[config.mk]
export PLATFORM = sky130hd
export DESIGN_NAME = lbist_reseed_ctrl
export DESIGN_NICKNAME = d
export VERILOG_FILES = /design/src/rtl/lbist_pkg.sv /design/src/rtl/lbist_prpg.sv /design/src/rtl/lbist_phase_shift.sv /design/src/rtl/lbist_misr.sv /design/src/rtl/lbist_sequencer.sv /design/src/rtl/lbist_reseed_ctrl.sv
export SDC_FILE = /design/constraint.sdc
export NUM_CORES = 1
export LEC_CHECK = 0
export ABC_AREA = 1
export ABC_CLOCK_PERIOD_IN_PS = 2500
export BUFFER_PORTS_ARGS = -buffer_cell sky130_fd_sc_hd__buf_2
export CAP_MARGIN = 20
export CORE_ASPECT_RATIO = 1.2
export CORE_MARGIN = 1.5
export CORE_UTILIZATION = 50
export DETAILED_ROUTE_END_ITERATION = 10
export GPL_TIMING_DRIVEN = 0
export PLACE_DENSITY_LB_ADDON = 0.15
export SLEW_MARGIN = 20
export SYNTH_ARGS = -nofsm -noshare
export SYNTH_HDL_FRONTEND = slang
export SYNTH_SLANG_ARGS = --single-unit
export TNS_END_PERCENT = 100
[constraint.sdc]
create_clock -name clk -period 2.5 [get_ports clk]
set_input_delay 0.125 -clock clk [delete_from_list [all_inputs] [get_ports clk]]
set_output_delay 0.125 -clock clk [all_outputs]
set_load 0.005 [all_outputs]
[src/rtl/lbist_pkg.sv]
// Shared types for the reseeding BIST controller.
// Assumes schedule entries are ENTRY_W bits: kind in the top two bits, count below.
package lbist_pkg;

    localparam int ENTRY_W = 10;
    localparam int COUNT_W = 8;

    typedef enum logic [1:0] {
        KIND_RAND = 2'b00,
        KIND_SEED = 2'b01,
        KIND_PART = 2'b10,
        KIND_END  = 2'b11
    } cyc_kind_e;

    typedef struct packed {
        cyc_kind_e            kind;
        logic [COUNT_W-1:0]   count;
    } sched_entry_t;

    typedef enum logic [2:0] {
        ST_IDLE,
        ST_FETCH,
        ST_SEED,
        ST_SHIFT,
        ST_CAPTURE,
        ST_PART,
        ST_UNLOAD,
        ST_DONE
    } seq_state_e;

endpackage

[src/rtl/lbist_prpg.sv]
// Fibonacci LFSR pattern generator with a serial seed load.
// Assumes load and step are never needed together; load wins if both are high.
// During a load, feedback is replaced by the incoming bit, so W loads replace the state.
module lbist_prpg #(
    parameter int             W    = 16,
    parameter logic [W-1:0]   POLY = 16'hD008,
    parameter logic [W-1:0]   INIT = 16'hACE1
) (
    input  logic         clk,
    input  logic         rst_n,
    input  logic         step,
    input  logic         load,
    input  logic         load_bit,
    output logic [W-1:0] state
);

    logic fb;

    // Feedback parity over the tap positions.
    always_comb fb = ^(state & POLY);

    // State register: reset to INIT, shift in a seed bit or the feedback.
    always_ff @(posedge clk) begin
        if (!rst_n) begin
            state <= INIT;
        end else if (load) begin
            state <= {state[W-2:0], load_bit};
        end else if (step) begin
            state <= {state[W-2:0], fb};
        end
    end

endmodule

[src/rtl/lbist_phase_shift.sv]
// Fixed XOR spreading network from generator state to chain inputs.
// Assumes N <= W/2 so each chain pairs two distinct state bits.
module lbist_phase_shift #(
    parameter int W = 16,
    parameter int N = 4
) (
    input  logic [W-1:0] prpg_state,
    output logic [N-1:0] chain_in
);

    for (genvar c = 0; c < N; c++) begin : g_tap
        // Chain c mixes a low bit with its mirror from the top.
        assign chain_in[c] = prpg_state[c] ^ prpg_state[W-1-c];
    end

endmodule

[src/rtl/lbist_misr.sv]
// Multiple-input signature register, Galois form, chain c injected at bit c.
// Assumes N <= W. Clear has priority over enable.
module lbist_misr #(
    parameter int           W    = 16,
    parameter int           N    = 4,
    parameter logic [W-1:0] POLY = 16'h1021
) (
    input  logic         clk,
    input  logic         rst_n,
    input  logic         clr,
    input  logic         en,
    input  logic [N-1:0] data,
    output logic [W-1:0] sig
);

    logic [W-1:0] inject;
    logic [W-1:0] fold;

    // Zero-extend the response slice and form the feedback term.
    always_comb begin
        inject         = '0;
        inject[N-1:0]  = data;
        fold           = sig[W-1] ? POLY : '0;
    end

    // Signature register update.
    always_ff @(posedge clk) begin
        if (!rst_n) begin
            sig <= '0;
        end else if (clr) begin
            sig <= '0;
        end else if (en) begin
            sig <= {sig[W-2:0], 1'b0} ^ fold ^ inject;
        end
    end

endmodule

[src/rtl/lbist_sequencer.sv]
// Schedule-driven control FSM for mixed-mode reseeding BIST.
// Reads one schedule entry per FETCH clock, then runs seed load, shift,
// capture, partial or final unload. Assumes start is pulsed only while
// idle or done; start at other times is ignored.
module lbist_sequencer
    import lbist_pkg::*;
#(
    parameter int                          PRPG_W      = 16,
    parameter int                          CHAIN_LEN   = 8,
    parameter int                          SCHED_DEPTH = 10,
    parameter logic [SCHED_DEPTH*ENTRY_W-1:0] SCHED    = '0
) (
    input  logic clk,
    input  logic rst_n,
    input  logic start,
    input  logic seed_valid,
    output logic seed_ready,
    output logic scan_en,
    output logic capture,
    output logic done,
    output logic prpg_step,
    output logic prpg_load,
    output logic misr_en,
    output logic misr_clr
);

    localparam int PTR_W   = $clog2(SCHED_DEPTH + 1);
    localparam int IDX_W   = (SCHED_DEPTH > 1) ? $clog2(SCHED_DEPTH) : 1;
    localparam int BIG     = (CHAIN_LEN > PRPG_W) ? CHAIN_LEN : PRPG_W;
    localparam int CNT_MAX = (BIG > 256) ? BIG : 256;
    localparam int CNT_W   = $clog2(CNT_MAX);

    sched_entry_t          tbl [SCHED_DEPTH];
    sched_entry_t          cur;
    seq_state_e            st_q, st_d;
    logic [PTR_W-1:0]      ptr_q, ptr_d;
    logic [IDX_W-1:0]      ptr_idx;
    logic [CNT_W-1:0]      cnt_q, cnt_d;
    logic                  pend_q, pend_d;

    for (genvar i = 0; i < SCHED_DEPTH; i++) begin : g_tbl
        // Unpack entry i from the schedule parameter.
        assign tbl[i] = sched_entry_t'(SCHED[i*ENTRY_W +: ENTRY_W]);
    end

    assign ptr_idx = ptr_q[IDX_W-1:0];

    // Current entry; reading past the table behaves as an end entry.
    always_comb begin
        if (ptr_q < PTR_W'(SCHED_DEPTH)) begin
            cur = tbl[ptr_idx];
        end else begin
            cur = '{kind: KIND_END, count: '0};
        end
    end

    // Next-state and counter logic.
    always_comb begin
        st_d     = st_q;
        ptr_d    = ptr_q;
        cnt_d    = cnt_q;
        pend_d   = pend_q;
        misr_clr = 1'b0;
        unique case (st_q)
            ST_IDLE, ST_DONE: begin
                if (start) begin
                    st_d     = ST_FETCH;
                    ptr_d    = '0;
                    pend_d   = 1'b0;
                    misr_clr = 1'b1;
                end
            end
            ST_FETCH: begin
                if (cur.kind != KIND_END) begin
                    ptr_d = ptr_q + 1'b1;
                end
                unique case (cur.kind)
                    KIND_RAND: begin
                        st_d  = ST_SHIFT;
                        cnt_d = CNT_W'(CHAIN_LEN - 1);
                    end
                    KIND_SEED: begin
                        st_d  = ST_SEED;
                        cnt_d = CNT_W'(PRPG_W - 1);
                    end
                    KIND_PART: begin
                        if (cur.count != '0) begin
                            st_d  = ST_PART;
                            cnt_d = CNT_W'(cur.count) - 1'b1;
                        end
                    end
                    KIND_END: begin
                        if (pend_q) begin
                            st_d  = ST_UNLOAD;
                            cnt_d = CNT_W'(CHAIN_LEN - 1);
                        end else begin
                            st_d  = ST_DONE;
                        end
                    end
                    default: st_d = ST_IDLE;
                endcase
            end
            ST_SEED: begin
                if (seed_valid) begin
                    if (cnt_q == '0) begin
                        st_d  = ST_SHIFT;
                        cnt_d = CNT_W'(CHAIN_LEN - 1);
                    end else begin
                        cnt_d = cnt_q - 1'b1;
                    end
                end
            end
            ST_SHIFT: begin
                if (cnt_q == '0) begin
                    st_d = ST_CAPTURE;
                end else begin
                    cnt_d = cnt_q - 1'b1;
                end
            end
            ST_CAPTURE: begin
                st_d   = ST_FETCH;
                pend_d = 1'b1;
            end
            ST_PART: begin
                if (cnt_q == '0) begin
                    st_d = ST_FETCH;
                end else begin
                    cnt_d = cnt_q - 1'b1;
                end
            end
            ST_UNLOAD: begin
                if (cnt_q == '0) begin
                    st_d = ST_DONE;
                end else begin
                    cnt_d = cnt_q - 1'b1;
                end
            end
            default: st_d = ST_IDLE;
        endcase
    end

    // Control registers.
    always_ff @(posedge clk) begin
        if (!rst_n) begin
            st_q   <= ST_IDLE;
            ptr_q  <= '0;
            cnt_q  <= '0;
            pend_q <= 1'b0;
        end else begin
            st_q   <= st_d;
            ptr_q  <= ptr_d;
            cnt_q  <= cnt_d;
            pend_q <= pend_d;
        end
    end

    // Output decode from the current state.
    always_comb begin
        seed_ready = (st_q == ST_SEED);
        scan_en    = (st_q == ST_SHIFT) || (st_q == ST_UNLOAD);
        capture    = (st_q == ST_CAPTURE);
        done       = (st_q == ST_DONE);
        prpg_step  = (st_q == ST_SHIFT) || (st_q == ST_PART);
        prpg_load  = (st_q == ST_SEED) && seed_valid;
        misr_en    = ((st_q == ST_SHIFT) && pend_q) || (st_q == ST_UNLOAD);
    end

endmodule

[src/rtl/lbist_reseed_ctrl.sv]
// Top of the mixed-mode reseeding logic BIST controller.
// Connects the schedule sequencer, pattern generator, spreading network
// and signature register. Assumes scan_out comes from chains that shift
// on scan_en and load the response on capture.
module lbist_reseed_ctrl
    import lbist_pkg::*;
#(
    parameter int                    PRPG_W      = 16,
    parameter logic [PRPG_W-1:0]     PRPG_POLY   = 16'hD008,
    parameter logic [PRPG_W-1:0]     PRPG_INIT   = 16'hACE1,
    parameter int                    N_CHAINS    = 4,
    parameter int                    CHAIN_LEN   = 8,
    parameter int                    MISR_W      = 16,
    parameter logic [MISR_W-1:0]     MISR_POLY   = 16'h1021,
    parameter int                    SCHED_DEPTH = 10,
    parameter logic [SCHED_DEPTH*ENTRY_W-1:0] SCHED = {
        10'h300, 10'h203, 10'h000, 10'h200, 10'h100,
        10'h000, 10'h205, 10'h000, 10'h100, 10'h000
    }
) (
    input  logic                clk,
    input  logic                rst_n,
    input  logic                start,
    input  logic                seed_valid,
    input  logic                seed_bit,
    output logic                seed_ready,
    output logic                scan_en,
    output logic [N_CHAINS-1:0] scan_in,
    output logic                capture,
    input  logic [N_CHAINS-1:0] scan_out,
    output logic                done,
    output logic [MISR_W-1:0]   signature
);

    logic              prpg_step;
    logic              prpg_load;
    logic              misr_en;
    logic              misr_clr;
    logic [PRPG_W-1:0] prpg_state;

    lbist_sequencer #(
        .PRPG_W      (PRPG_W),
        .CHAIN_LEN   (CHAIN_LEN),
        .SCHED_DEPTH (SCHED_DEPTH),
        .SCHED       (SCHED)
    ) u_seq (
        .clk        (clk),
        .rst_n      (rst_n),
        .start      (start),
        .seed_valid (seed_valid),
        .seed_ready (seed_ready),
        .scan_en    (scan_en),
        .capture    (capture),
        .done       (done),
        .prpg_step  (prpg_step),
        .prpg_load  (prpg_load),
        .misr_en    (misr_en),
        .misr_clr   (misr_clr)
    );

    lbist_prpg #(
        .W    (PRPG_W),
        .POLY (PRPG_POLY),
        .INIT (PRPG_INIT)
    ) u_prpg (
        .clk      (clk),
        .rst_n    (rst_n),
        .step     (prpg_step),
        .load     (prpg_load),
        .load_bit (seed_bit),
        .state    (prpg_state)
    );

    lbist_phase_shift #(
        .W (PRPG_W),
        .N (N_CHAINS)
    ) u_ps (
        .prpg_state (prpg_state),
        .chain_in   (scan_in)
    );

    lbist_misr #(
        .W    (MISR_W),
        .N    (N_CHAINS),
        .POLY (MISR_POLY)
    ) u_misr (
        .clk   (clk),
        .rst_n (rst_n),
        .clr   (misr_clr),
        .en    (misr_en),
        .data  (scan_out),
        .sig   (signature)
    );

endmodule

==> results of run 1 <==
[cells in the final DEF (no fill, tap or decap)]
master / count
a211oi_1: 2
a211oi_2: 4
a21oi_1: 17
buf_1: 1
buf_2: 34
buf_4: 3
buf_6: 6
bufinv_16: 1
clkbuf_1: 1
clkbuf_8: 5
clkinv_1: 1
clkinvlp_4: 1
dfxtp_1: 48
ha_1: 14
inv_1: 29
inv_2: 5
inv_4: 1
inv_6: 1
nand2_1: 90
nand2_2: 4
nand2_4: 1
nand3_1: 26
nand3_2: 6
nand4_1: 5
nor2_1: 64
nor2_2: 7
nor2_4: 2
nor3_1: 2
o21ai_0: 20
o21ai_2: 2
o21ai_4: 1
o22ai_1: 1
or2_2: 1
xnor2_1: 9
xor2_1: 8
[Yosys cell counts]
cell type | n | area, um2
dfxtp_1 | 48 | 961
nor2_1 | 64 | 240
o21ai_2 | 2 | 17.5
o21ai_0 | 20 | 100
nand2_1 | 90 | 338
nand4_1 | 5 | 31.3
or2_2 | 1 | 6.26
o22ai_1 | 1 | 6.26
nand3_1 | 26 | 130
nor3_1 | 2 | 10.0
o21ai_4 | 1 | 16.3
nor2_2 | 7 | 43.8
a21oi_1 | 17 | 85.1
xnor2_1 | 9 | 78.8
inv_2 | 5 | 18.8
inv_4 | 1 | 6.26
buf_6 | 6 | 67.6
buf_1 | 1 | 3.75
clkinv_1 | 1 | 3.75
clkbuf_1 | 1 | 3.75
inv_1 | 29 | 109
a211oi_1 | 2 | 15.0
buf_2 | 2 | 10.0
nand2_4 | 1 | 11.3
ha_1 | 14 | 175
nand2_2 | 4 | 25.0
nor2_4 | 2 | 22.5
nand3_2 | 6 | 60.1
xor2_1 | 8 | 70.1
a211oi_2 | 4 | 50.1
buf_4 | 3 | 22.5
[per-stage QoR]
step                       util  power (W)  cell area (um2)  setup slack (ps)  instances
after floorplan               -    0.00274             2740               519        383
after global placement    0.562    0.00312             2980               336        477
final                     0.584    0.00374             3090               310        485
after detailed placement  0.562    0.00317             2980               319        477
after global routing      0.584    0.00412             3090              56.6        485
after CTS                 0.584    0.00377             3090               302        485
[critical path, cell delays in order, from the launching register on]
cell and delay (ps):
dfxtp_1 400, inv_1 80, ha_1 170, o21ai_0 370
ha_1 340, or2_2 320, nor3_1 180, a21oi_1 80
nor2_1 110, nor2_1 50
[flip-flops by register name, summed over array words and instances (netlist names)]
| name | flops |
|---|---|
| u_prpg.state | 16 |
| u_seq.pend_q | 1 |
| u_seq.st_q | 3 |
| u_seq.cnt_q | 8 |
| u_seq.ptr_idx | 4 |
| u_misr.sig | 16 |
[cell families after synthesis]
| family | Yosys count | synth area share |
|---|---|---|
| and+or+nand+nor | 208 | 0.335 |
| buffers and inverters | 49 | 0.0895 |
| DFF | 48 | 0.351 |
| AOI/OAI and AO/OA | 47 | 0.106 |
| xor gates and xnor gates | 17 | 0.0544 |
| adders and majority gates | 14 | 0.0640 |
[final timing paths]
kind | slack (ps) | depth (start not counted) | to
setup / recovery | 310 | 9 | u_seq.cnt_q[1]
hold / removal | 30 | 3 | u_prpg.state[0]
setup reg to reg | 310 | 9 | u_seq.cnt_q[1]
hold reg to reg | 470 | 2 | u_prpg.state[7]
[per-layer routing]
metal	part of all wire	up-vias
li1	-	1288
met1	0.46	1093
met2	0.47	56
met3	0.044	13
met4	0.026	0
met5	0	-
[power by group through the flow]
stage	Combinational (W)	Sequential [W]	Clock, W
4_1_cts	0.00201	0.00116	0.000599
3_5_place_dp	0.00200	0.00118	0
5_1_grt	0.00230	0.00119	0.000635
3_3_place_gp	0.00195	0.00117	0
6_report	0.00200	0.00116	0.000584
2_1_floorplan	0.00160	0.00114	0
[final cells by class]
class                      count  share of cell area
multi-input combinational    286               0.496
sequential                    48               0.311
timing repair buffer          32              0.0518
inverter                      36              0.0445
buffer                        13              0.0348
tap                           62              0.0251
clock buffer                   5              0.0223
clock inverter                 3              0.0150
==> run_results.csv, run 1 <==
group,metric,value,unit
run_status,status,"completed",
min_path,holdCritStartpoint,"seed_bit",
routing,drc_errors,0,
timing,rsz0062_at_grt,"false",
die,io_pins,33,
timing,timing.hold.ws,31.7,ps
power_and_ir_drop,power.leakage,1.45,nW
timing,finalSetupTns,0,ps
clock_network,root_buffer,"clkbuf_8",
routing,vias,2450,
grt,met3_usage,0.0519,
power_and_ir_drop,pwr-share-comb,0.534,
logic_synthesis,synth.cell_area,2740,um2
placed_design,post-dp-hpwl,4310,um
routing,ant_nets,0,
grt,grt_use_met1,0.238,
clock_network,cts_tree,"built",
finish,layout.area.seq,961,um2
finish,multi_input_area,1530,um2
timing,finalSetupViolCount,0,
finish,n_fill_cell,527,
setup_path,startpoint,"u_seq.ptr_idx[1]",
min_path,holdCritPathClass,"input pin to register",
grt,grt_pass1_vias,2244,
die,fp.dieArea,5930,um2
die,row_count,29,
clock_network,clock_latency,310,ps
clock_network,numCtsBuffers,5,
routing,wl_per_cell,11.8,um
logic_synthesis,syn_inst,383,
timing,drv_slew,0,
setup_path,cp_data_arrival_time,2410,ps
grt,antenna_found_initial,0,
finish,drive_above_1_share,0.201,
routing,drtIter0Drc,77,
power_and_ir_drop,switching_share,0.451,
placed_design,gp_congestion,0.843,
die,die_x,70.6,um
setup_path,cp.required,2720,ps
timing,hold_viol,0,
timing,fmax,457,MHz
placed_design,portBuffers,32,
power_and_ir_drop,cellPowerDensity,1210,nW/um2
clock_network,cts-resized-gates,0,
clock_network,cts.clk_slew.worst_paths,100,ps
die,fp.dieH,84.1,um
logic_synthesis,avgSynthCellArea,7.15,um2
power_and_ir_drop,clock_power_share,0.156,
logic_synthesis,synth.distinct_cells,31,
clock_network,cts_buffer_depth,2,
timing,clock_skew,12.0,ps
setup_path,crit_type,"register to register",
grt,grt_max_degree,17,
grt,grt-ovfl-total,0,
finish,layout.nets,445,
timing,layout_min_cycle_time,2190,ps
setup_path,cp_max_fo,5,
grt,use_met2,0.354,
logic_synthesis,seq_area_frac_synth,0.351,
grt,grt_usage,0.204,
logic_synthesis,synth-seq-cells,48,
setup_path,rr_startpoint,"u_seq.ptr_idx[1]",
clock_network,cts.sinks,48,
setup_path,setup.worst_path.end_class,"register",
clock_network,h-tree-depth,2,
die,initial_core_util,0.517,
clock_network,holdBufCountCts,0,
die,design.core.area,5300,um2
timing,tightest_slew,558,ps
finish,antennaDiodeCount,0,
setup_path,cp-start-kind,"register",
run,maxCapViolations,0,
routing,viasPerCell,5.05,
power_and_ir_drop,peakVddDrop,0.660,mV
grt,grt_pass1_wl,9780,um
grt,gr-max-usage-layer,"met2",
power_and_ir_drop,p_sw,0.00169,W
power_and_ir_drop,p_int,0.00206,W
finish,areaGrowthSynthToFinish,12.9,%
timing,finalCritPeriodShare,0.876,
logic_synthesis,yosysWarnings,0,
routing,wl,5710,um
clock_network,postCtsSetupRepairBufs,0,
timing,maxSlewHeadroom,0.628,
logic_synthesis,synth_fp_nets,406,
routing,dr.pass1.iters,4,
power_and_ir_drop,pwr-share-seq,0.310,
Power figures use the tool's default switching activity.
==> run 2, diff against run 1 <==
Settings changed: CORE_UTILIZATION 50 to 25.
==> run_results.csv, run 2 (synthesized netlist as in run 1, its figures left out) <==
group,metric,value,unit
timing,finalSetupTns,0,ps
clock_network,numCtsBuffers,5,
die,initial_core_util,0.259,
die,die_x,98.6,um
clock_network,cts.clk_slew.worst_paths,70,ps
finish,reg.largest.list,"u_misr.sig (16), u_prpg.state (16), u_seq.cnt_q (8)",
die,design.core.area,10600,um2
grt,use_met2,0.203,
clock_network,holdBufCountCts,0,
grt,grt_pass1_vias,2315,
timing,finalSetupViolCount,0,
grt,grt_max_degree,16,
power_and_ir_drop,clock_power_share,0.205,
clock_network,postCtsSetupRepairBufs,0,
timing,rsz0062_at_grt,"false",
run,maxCapViolations,0,
finish,layout.nets,445,
clock_network,cts.sinks,48,
timing,finalCritPeriodShare,0.896,
timing,clock_skew,3.32,ps
grt,grt_pass1_wl,10800,um
clock_network,cts_buffer_depth,2,
routing,viasPerCell,4.42,
clock_network,h-tree-depth,2,
finish,mostFrequentLayoutCell,"nand2_1",
setup_path,rrSetupSlack,260,ps
clock_network,clock_latency,290,ps
timing,hold_viol,0,
power_and_ir_drop,power.leakage,1.49,nW
timing,tightest_slew,607,ps
setup_path,cp-start-kind,"register",
setup_path,rr_startpoint,"u_seq.ptr_idx[1]",
power_and_ir_drop,p_sw,0.00173,W
min_path,holdCritStartpoint,"seed_bit",
min_path,hold-path-cell-count,3,
placed_design,post-dp-hpwl,4890,um
setup_path,reg2reg_to,"u_seq.cnt_q[1]",
finish,areaGrowthSynthToFinish,18.2,%
clock_network,root_buffer,"clkbuf_16",
die,fp.dieArea,11600,um2
routing,dr.pass1.iters,4,
finish,final_cell_mix,"90 x nand2_1, 64 x nor2_1, 48 x dfxtp_1",
run_status,status,"completed",
placed_design,gp_congestion,0.807,
setup_path,cp_data_arrival_time,2430,ps
power_and_ir_drop,pwr-share-seq,0.292,
die,fp.dieH,118,um
setup_path,cp.required,2690,ps
clock_network,cts_tree,"built",
finish,antennaDiodeCount,0,
routing,ant_nets,0,
grt,antenna_found_initial,0,
grt,grt_use_met1,0.141,
setup_path,r2r.worst_path.cells,10,
clock_network,cts-resized-gates,0,
routing,vias,2442,
routing,drtIter0Drc,65,
die,io_pins,33,
die,row_count,41,
grt,met3_usage,0.0214,
timing,fmax,446,MHz
power_and_ir_drop,pwr-share-comb,0.503,
placed_design,portBuffers,32,
routing,wl,6510,um
grt,gr-max-usage-layer,"met2",
power_and_ir_drop,switching_share,0.434,
power_and_ir_drop,peakVddDrop,0.467,mV
routing,wl_per_cell,11.8,um
finish,drive_above_1_share,0.201,
timing,layout_min_cycle_time,2240,ps
setup_path,setup.worst_path.end_class,"register",
timing,timing.final.ws_setup,260,ps
min_path,hold-path-endpoint,"u_prpg.state[0]",
grt,grt_usage,0.115,
power_and_ir_drop,cellPowerDensity,1230,nW/um2
setup_path,crit_type,"register to register",
placed_design,place_ws,260,ps
power_and_ir_drop,p_int,0.00226,W
routing,drc_errors,0,
grt,grt-ovfl-total,0,
min_path,holdCritPathClass,"input pin to register",
timing,drv_slew,0,
timing,maxSlewHeadroom,0.595,
setup_path,cp_max_fo,5,
run 2: cell types whose count changed in the layout (fill, tap and decap cells not counted), sizes merged:
cell,previous run,this run
clkinvlp,1,0
inv,36,35
clkbuf,6,7
clkinv,1,2
run 2: cell type report:
cell class / instances / area [um2]
fillers: 1201 / 7330
multi-input cells: 286 / 1530
flip-flops and latches: 48 / 961
well taps: 129 / 161
repair buffers: 32 / 160
clock buffers: 6 / 139
inverters: 36 / 138
plain buffers: 13 / 108
clock inverters: 2 / 38.8
run 2: worst max path at each step:
stage                           endpoint              from  cells past startpoint  slack (ps)
final                     u_seq.cnt_q[1]  u_seq.ptr_idx[1]                     10         260
after global routing      u_seq.cnt_q[1]  u_seq.ptr_idx[1]                     10          30
after CTS                 u_seq.cnt_q[1]  u_seq.ptr_idx[1]                     10         250
after detailed placement  u_seq.cnt_q[1]  u_seq.ptr_idx[1]                      9         260
after global placement    u_seq.cnt_q[1]  u_seq.ptr_idx[1]                      9         310
after floorplan           u_seq.cnt_q[1]  u_seq.ptr_idx[1]                      9         520
run 2: critical path, stage by stage (launching register included):
cell and delay [ps]:
dfxtp_1 390, inv_1 80, ha_1 180, o21ai_0 390, inv_1 130, ha_1 250, or2_2 290, nor3_1 190
a21oi_1 80, nor2_1 120, nor2_1 50
run 2: per-layer routing:
layer  vias up  wire, um
li1       1294         -
met1      1104      3080
met2        37      3120
met3         7       235
met4         0        82
met5         -         0
run 2: power by group through the flow:
stage	Combinational, W	Clock (W)	Sequential [W]
floorplan	0.00160	0	0.00114
global placement	0.00202	0	0.00118
detailed placement	0.00203	0	0.00118
CTS	0.00204	0.000853	0.00117
global route	0.00230	0.000876	0.00120
finish	0.00200	0.000818	0.00116
run 2: metrics by stage:
stage	hold WS (ps)	instance area, um2	utilization	power (W)	instances
3_3_place_gp	349	3060	0.290	0.00320	544
2_1_floorplan	257	2740	-	0.00274	383
5_1_grt	62.1	3240	0.306	0.00437	552
4_1_cts	46.1	3240	0.306	0.00406	552
6_report	50.6	3240	0.306	0.00399	552
3_5_place_dp	345	3060	0.290	0.00321	544
